### src/rtl/cipher_gate.sv
module cipher_gate #(
  parameter int DW = 32,
  parameter int NK = 8,
  parameter int NB = 4,
  parameter logic [DW-1:0] SEED = 'h5EEDC0DE
) (
  input  logic               clk,
  input  logic               rst_n,
  input  logic               reg_we,
  input  logic               reg_re,
  input  logic [4:0]         reg_addr,
  input  logic [DW-1:0]      reg_wdata,
  output logic [DW-1:0]      reg_rdata,
  input  logic               sl_valid,
  input  logic [NK*DW-1:0]   sl_key,
  output logic               core_start,
  output logic               core_op,
  output logic [2:0]         core_mode,
  output logic [2:0]         core_keylen,
  output logic [NK*DW-1:0]   core_key,
  output logic [NB*DW-1:0]   core_iv,
  output logic [NB*DW-1:0]   core_din,
  input  logic               core_done,
  input  logic [NB*DW-1:0]   core_result
);

  localparam int CW = 9;

  logic [CW-1:0] cfg_q;
  logic          cfg_ok_q, alert_q, busy_q, ov_q, pv_q, wipe_q;
  logic [NK-1:0] keym_q;
  logic [NB-1:0] ivm_q, dinm_q, rdm_q;
  logic [DW-1:0] key_q  [NK];
  logic [DW-1:0] iv_q   [NB];
  logic [DW-1:0] din_q  [NB];
  logic [DW-1:0] dout_q [NB];
  logic [DW-1:0] pend_q [NB];
  logic [DW-1:0] lfsr_q;

  wire ctrl_wr = reg_we && reg_addr == 5'd0;
  wire trig_wr = reg_we && reg_addr == 5'd1;
  wire key_sel  = reg_addr[4:3] == 2'b01;
  wire iv_sel   = reg_addr[4:2] == 3'b100;
  wire din_sel  = reg_addr[4:2] == 3'b101;
  wire dout_sel = reg_addr[4:2] == 3'b110;

  wire [2:0] wr_klen = reg_wdata[3:1];
  wire [2:0] wr_mode = reg_wdata[6:4];
  wire cfg_legal = ($countones(wr_klen) == 1) && ($countones(wr_mode) == 1);

  wire [NK-1:0] need = cfg_q[1] ? NK'(8'h0F) : (cfg_q[2] ? NK'(8'h3F) : {NK{1'b1}});
  wire key_ok   = cfg_q[8] ? sl_valid : (keym_q == need);
  wire start_rq = trig_wr && reg_wdata[0];
  wire go = !busy_q && !wipe_q && cfg_ok_q && key_ok && (&ivm_q) && (&dinm_q)
            && (cfg_q[7] ? start_rq : 1'b1);

  wire clr_in  = trig_wr && reg_wdata[1] && !busy_q;
  wire clr_out = trig_wr && reg_wdata[2];
  wire dout_rd = reg_re && dout_sel && ov_q;
  wire [NB-1:0] rd_bit = NB'(1) << reg_addr[1:0];
  wire collect = ov_q && ((dout_rd && ((rdm_q | rd_bit) == {NB{1'b1}})) || clr_out);
  wire take    = core_done && busy_q && !pv_q;

  wire [4:0] status = {alert_q, !busy_q && !(&dinm_q), ov_q, pv_q, !busy_q};

  function automatic logic [DW-1:0] fill(input logic [DW-1:0] base, input int i);
    return base ^ DW'(32'h9E3779B9 * (i + 1));
  endfunction

  assign core_start  = go;
  assign core_op     = cfg_q[0];
  assign core_keylen = cfg_q[3:1];
  assign core_mode   = cfg_q[6:4];

  for (genvar g = 0; g < NK; g++) begin : g_key
    assign core_key[g*DW +: DW] = cfg_q[8] ? sl_key[g*DW +: DW] : key_q[g];
  end
  for (genvar g = 0; g < NB; g++) begin : g_blk
    assign core_iv[g*DW +: DW]  = iv_q[g];
    assign core_din[g*DW +: DW] = din_q[g];
  end

  always_comb begin
    reg_rdata = '0;
    if (reg_addr == 5'd0)      reg_rdata = DW'(cfg_q);
    else if (reg_addr == 5'd2) reg_rdata = DW'(status);
    else if (dout_sel)         reg_rdata = dout_q[reg_addr[1:0]];
  end

  always_ff @(posedge clk or negedge rst_n) begin
    if (!rst_n) begin
      cfg_q <= '0; cfg_ok_q <= 1'b0; alert_q <= 1'b0; busy_q <= 1'b0;
      ov_q <= 1'b0; pv_q <= 1'b0; wipe_q <= 1'b1; lfsr_q <= SEED;
      keym_q <= '0; ivm_q <= '0; dinm_q <= '0; rdm_q <= '0;
      for (int i = 0; i < NK; i++) key_q[i] <= '0;
      for (int i = 0; i < NB; i++) begin
        iv_q[i] <= '0; din_q[i] <= '0; dout_q[i] <= '0; pend_q[i] <= '0;
      end
    end else begin
      lfsr_q <= {lfsr_q[DW-2:0], lfsr_q[DW-1] ^ lfsr_q[DW-3] ^ lfsr_q[DW-7] ^ lfsr_q[DW-8]};
      if (wipe_q) begin
        wipe_q <= 1'b0;
        for (int i = 0; i < NK; i++) key_q[i] <= fill(lfsr_q, i);
        for (int i = 0; i < NB; i++) begin
          iv_q[i] <= fill(lfsr_q, i + 8); din_q[i] <= fill(lfsr_q, i + 12);
          dout_q[i] <= fill(lfsr_q, i + 16);
        end
      end
      if (ctrl_wr && !busy_q) begin
        if (cfg_legal) begin
          cfg_q <= reg_wdata[CW-1:0]; cfg_ok_q <= 1'b1; alert_q <= 1'b0;
          keym_q <= '0; ivm_q <= '0; dinm_q <= '0;
        end else begin
          alert_q <= 1'b1;
        end
      end
      if (reg_we && !busy_q) begin
        for (int i = 0; i < NK; i++)
          if (key_sel && reg_addr[2:0] == 3'(i)) begin key_q[i] <= reg_wdata; keym_q[i] <= 1'b1; end
        for (int i = 0; i < NB; i++) begin
          if (iv_sel && reg_addr[1:0] == 2'(i)) begin iv_q[i] <= reg_wdata; ivm_q[i] <= 1'b1; end
          if (din_sel && reg_addr[1:0] == 2'(i)) begin din_q[i] <= reg_wdata; dinm_q[i] <= 1'b1; end
        end
      end
      if (clr_in) begin
        keym_q <= '0; ivm_q <= '0; dinm_q <= '0;
        for (int i = 0; i < NK; i++) key_q[i] <= fill(lfsr_q, i + 20);
        for (int i = 0; i < NB; i++) begin
          iv_q[i] <= fill(lfsr_q, i + 28); din_q[i] <= fill(lfsr_q, i + 32);
        end
      end
      if (take) begin
        if (ov_q && !collect) begin
          pv_q <= 1'b1;
          for (int i = 0; i < NB; i++) pend_q[i] <= core_result[i*DW +: DW];
        end else begin
          ov_q <= 1'b1; rdm_q <= '0; busy_q <= 1'b0;
          for (int i = 0; i < NB; i++) dout_q[i] <= core_result[i*DW +: DW];
        end
      end else if (pv_q && collect) begin
        pv_q <= 1'b0; ov_q <= 1'b1; rdm_q <= '0; busy_q <= 1'b0;
        for (int i = 0; i < NB; i++) dout_q[i] <= pend_q[i];
      end else if (collect) begin
        ov_q <= 1'b0; rdm_q <= '0;
        if (clr_out) for (int i = 0; i < NB; i++) dout_q[i] <= fill(lfsr_q, i + 36);
      end else if (clr_out) begin
        for (int i = 0; i < NB; i++) dout_q[i] <= fill(lfsr_q, i + 36);
      end else if (dout_rd) begin
        rdm_q <= rdm_q | rd_bit;
      end
      if (go) begin
        busy_q <= 1'b1; dinm_q <= '0;
      end
    end
  end


  busy_lock_chk: assert property (@(posedge clk) disable iff (!rst_n)
    busy_q |=> ($stable(cfg_q) && $stable(keym_q) && $stable(ivm_q)));

  legal_start_chk: assert property (@(posedge clk) disable iff (!rst_n)
    core_start |-> ($countones(core_keylen) == 1 && $countones(core_mode) == 1));

  fresh_cfg_chk: assert property (@(posedge clk) disable iff (!rst_n)
    core_start |-> (cfg_ok_q && (&ivm_q) && !busy_q));

  stall_hold_chk: assert property (@(posedge clk) disable iff (!rst_n)
    (pv_q && !collect) |=> (pv_q && ov_q && $stable(dout_q[0])));

  sideload_gate_chk: assert property (@(posedge clk) disable iff (!rst_n)
    (core_start && cfg_q[8]) |-> sl_valid);

  result_land_chk: assert property (@(posedge clk) disable iff (!rst_n)
    (take && !ov_q) |=> (ov_q && !busy_q));

endmodule

### config.mk
export PLATFORM = sky130hd
export DESIGN_NAME = cipher_gate
export DESIGN_NICKNAME = d
export VERILOG_FILES = /design/src/rtl/cipher_gate.sv
export SDC_FILE = /design/constraint.sdc
export NUM_CORES = 2
export LEC_CHECK = 0
export ABC_AREA = 0
export BUFFER_PORTS_ARGS = -buffer_cell sky130_fd_sc_hd__buf_2
export CORE_AREA = 2 2 377 379
export DETAILED_ROUTE_END_ITERATION = 7
export DIE_AREA = 0 0 379 381
export PLACE_DENSITY_LB_ADDON = 0.25
export SYNTH_ARGS = -nofsm -noshare
export SYNTH_HDL_FRONTEND = slang
export SYNTH_SLANG_ARGS = --single-unit
export TNS_END_PERCENT = 50
### constraint.sdc
create_clock -name clk -period 2.8 [get_ports clk]
set_clock_uncertainty 0.15 [all_clocks]
set_input_delay 0.42 -clock clk [delete_from_list [all_inputs] [get_ports clk]]
set_output_delay 0.42 -clock clk [all_outputs]
set_load 0.1 [all_outputs]
==> impl_metrics.yaml <==
critical_path:
  crit_arrival_ns: 2.95
  r2r_cells: 6
  crit-reg2reg-capture: "core_din[119]"
  timing.critical_path.slowest_cell_delay_ns: 0.78
  register_to_register_setup_slack_ns: 0.12
  slowest_stage: "a222oi_1"
  worst_ep_required_time_ns: 2.23
  worstSetupEndpointType: "output port"
  critPathLaunchType: "flip-flop"
  cp_cell_sequence: "mux4_2 -> a222oi_1 -> buf_4 -> inv_4 -> buf_12"
  worst-setup-path-type: "reg2out"
  critPathLaunch: "dout_q[4]"
  worst-path-max-fanout: 2
  reg2reg_from: "busy_q"
logic_synthesis:
  netlist-cell-type-count: 65
  synthSimpleGateAreaFrac: 0.1271
  synth-adder-area-share: 0.0009220
  compound_gate_fraction_of_synth_area: 0.2423
  syn_nets: 5283
  post_synth_mux_area_share: 0.09240
  synth.yosys.warnings: 0
  largest_family_of_logic_cells_by_synthesized_area: "compound AO/OA/AOI/OAI gates"
  synth-main-ff-cell: "dfrtp_1"
  synth.cell_area_um2: 43430
  synth_area_per_cell_um2: 8.946
  yosys.area_share.xor_xnor: 0.0006051
  synth_enable_flop_cells: 0
  syn_inst: 4854
  count_of_state_elements_after_synthesis: 835
  synthArstFlopShare: 1.000
  synth.yosys.seq_area_share: 0.4817
global_route:
  antenna_violations_before_repair: 72
  first_global_vias: 44030
  overflow_left_after_global_routing: 0
  grt_first_pass_wirelength_mm: 351.4
  pin_count_of_the_biggest_net_entering_global_routing: 89
  grt_usage: 0.3444
clocking:
  clk-insertion-delay-late_ns: 0.74
  clock_tree.buffer_depth: 3
  clock_tree.htree_level_count: 3
  cts_tree: "yes"
  cell_at_the_root_of_the_clock_tree: "clkbuf_16"
  cts_num_sinks: 835
  cts_inserted_buffers: 101
  cts.reportedPaths.clkPinSlew_ns: 0.06
placement:
  placed_instances: 7571
  pre_cts_ws_ns: -0.4069
  postPlaceCellArea_um2: 52660
  dp.final_hpwl_mm: 182.6
  place.gp.congestion: 0.9237
  placement.io_buffers: 978
die:
  io-pin-count: 979
  fp.dieArea_um2: 144400
  core-area_um2: 140600
  die_width_um: 379
  fp.dieH_um: 381
  initial_utilization: 0.3090
  floorplan.rows: 138
sta:
  postLayoutSetupSlackWorst_ns: -0.7196
  finalHoldViolations: 0
  rsz_0062_raised_after_global_routing: "true"
  worst_pin_slew_ns: 1.062
  tns_ns: -12.24
  max_freq_ghz: 0.2841
  max_slew_violations: 0
  timing.max_slew.rel_slack: 0.2923
  report.final.setup_viol: 165
  period_minus_slack_ns: 3.520
  fin_hold_ws_ns: 0.04551
  period_utilization_post_route: 1.257
finish:
  flow.area_growth_from_synthesis_pct: 41.03
  design.final.nets: 6410
  drive_gt1_frac: 0.3169
  multiInputGateArea_um2: 20500
  commonest_non_fill_non_tap_cell_in_the_layout: "nand2_1"
  commonest_cells_after_routing_fill_and_taps_aside: "886 x nand2_1, 839 x o21ai_0, 808 x dfrtp_1"
  post_layout_nonfiller_instances: 7996
  final_core_utilization: 0.4357
  fillCellCount: 13690
  fin_area_um2: 61240
  final-seq-area_um2: 20940
hold_path:
  holdPathStages: 3
  worst_hold_path.endpoint: "cfg_q[4]"
  min_from: "reg_wdata[4]"
  worst_hold_path_type: "in2reg"
pwr:
  share_of_total_power_in_combinational_logic: 0.236
  leakagePower_nw: 26.92
  net_switching_power_figure_mw: 12.47
  power.density_cell_area_nw_per_um2: 580.2
  pwr-share-clk: 0.395
  switching_share: 0.3510
  seqPwrFrac: 0.369
  p_total_mw: 35.54
  internal_dissipation_mw: 23.06
  vdd_drop_max_mv: 0.5564
run_status:
  violated_checks: "setup timing"
  status: "finished, violations left"
detailed_routing:
  vias: 46180
  ant_nets: 0
  drt-wirelength-per-cell_um: 32.25
  route.detailed.vias_per_inst: 5.776
  drt_iter0_drc: 5933
  route.detailed.drc: 0
  firstDrtPassIters: 6
  postRouteWirelength_mm: 257.9
job:
  cap_violations: 0
[flip-flops by register name (all words and copies together), names as in the netlist, 8 cells and up]
| register | cells |
|---|---|
| cfg_q | 9 |
| core_din | 128 |
| core_iv | 128 |
| dout_q | 128 |
| key_q | 256 |
| keym_q | 8 |
| lfsr_q | 32 |
| pend_q | 128 |
[cells in the mapped netlist, drive strengths merged, types with 3 or more instances]
cell / count / area [µm²]
nand2: 907 / 3407
o21ai: 843 / 4227
dfrtp: 815 / 20390
clkbuf: 336 / 1261
mux2: 263 / 2962
o22ai: 255 / 1595
a22oi: 244 / 1882
nor2: 244 / 923.4
a21oi: 235 / 1191
buf: 139 / 778.3
inv: 90 / 337.8
o211ai: 83 / 623.1
nand2b: 56 / 357.8
mux2i: 33 / 330.3
mux4: 32 / 720.7
nand3: 31 / 155.2
and2: 29 / 181.4
or3: 22 / 137.6
dfstp: 20 / 525.5
a211oi: 18 / 135.1
o22a: 18 / 157.7
a211o: 17 / 148.9
a22o: 15 / 131.4
a31oi: 15 / 108.9
nor2b: 12 / 75.07
nor3: 11 / 76.33
a2111oi: 7 / 61.31
a21boi: 7 / 52.55
and3: 7 / 53.80
o2bb2ai: 6 / 52.55
a2bb2oi: 5 / 43.79
or2: 5 / 31.28
a21o: 3 / 22.52
a221o: 3 / 30.03
a222oi: 3 / 30.03
nand4: 3 / 18.77
or4: 3 / 22.52
[critical path: cells and delay by family, from the launching register on]
kind | cells | cell delay [ns]
compound gates | 1 | 0.78
buf+inv | 3 | 0.48
flops | 1 | 0.37
mux | 1 | 0.57
[area by class of cell]
cell class,count,area share
Sequential cell,835,0.3418
Multi-Input combinational cell,3453,0.3348
Timing Repair Buffer,1499,0.2204
Clock buffer,151,0.04760
Tap cell,1890,0.03861
Clock inverter,33,0.009234
Inverter,91,0.005680
Antenna cell,44,0.001798
[per-layer routing]
layer	vias up	global-route usage	part of all wire
met2	2948	0.5145	0.44
met1	22970	0.4422	0.39
met4	40	0.1873	0.060
met3	630	0.1068	0.11
met5	-	0	0.0011
li1	19600	-	-
[worst max-delay path by stage]
stage                         endpoint  slack (ns)  cells after the start
after floorplan              keym_q[3]       0.006                     10
after global placement    reg_rdata[4]       -0.44                      7
after detailed placement  reg_rdata[4]       -0.41                      7
after CTS                 reg_rdata[4]       -0.77                      5
after global routing      reg_rdata[4]       -0.81                      5
final                     reg_rdata[4]       -0.72                      5
[timing repair]
item	4_1_cts	5_1_grt
endpoints found under the hold margin	545	0
gates resized for setup	640	167
setup buffers	31	17
pin swaps	2	7
hold buffers	132	0
cloned	23	4
setup endpoints to repair	262	283
[logic make-up (layout without fill, tap and decap cells)]
logic type / Yosys count / count (layout)
AND/OR/NAND/NOR: 1339 / 1339
other: 1 / 45
AO/OA/AOI/OAI: 1780 / 1780
adder cells (fa/ha/maj): 2 / 2
flip-flops: 835 / 835
multiplexers: 328 / 328
XOR/XNOR: 3 / 3
buffers and inverters: 566 / 1774
[power by group through the flow]
| stage | logic, mW | registers (mW) | clock network [mW] |
|---|---|---|---|
| 6_report | 8.39 | 13.1 | 14.0 |
| 5_1_grt | 8.66 | 13.1 | 14.6 |
| 4_1_cts | 8.17 | 13.1 | 14.2 |
| 3_5_place_dp | 7.35 | 13.3 | 0 |
| 3_3_place_gp | 7.31 | 13.3 | 0 |
| 2_1_floorplan | 3.76 | 14.7 | 0 |
(Power assumes the default switching activity.)
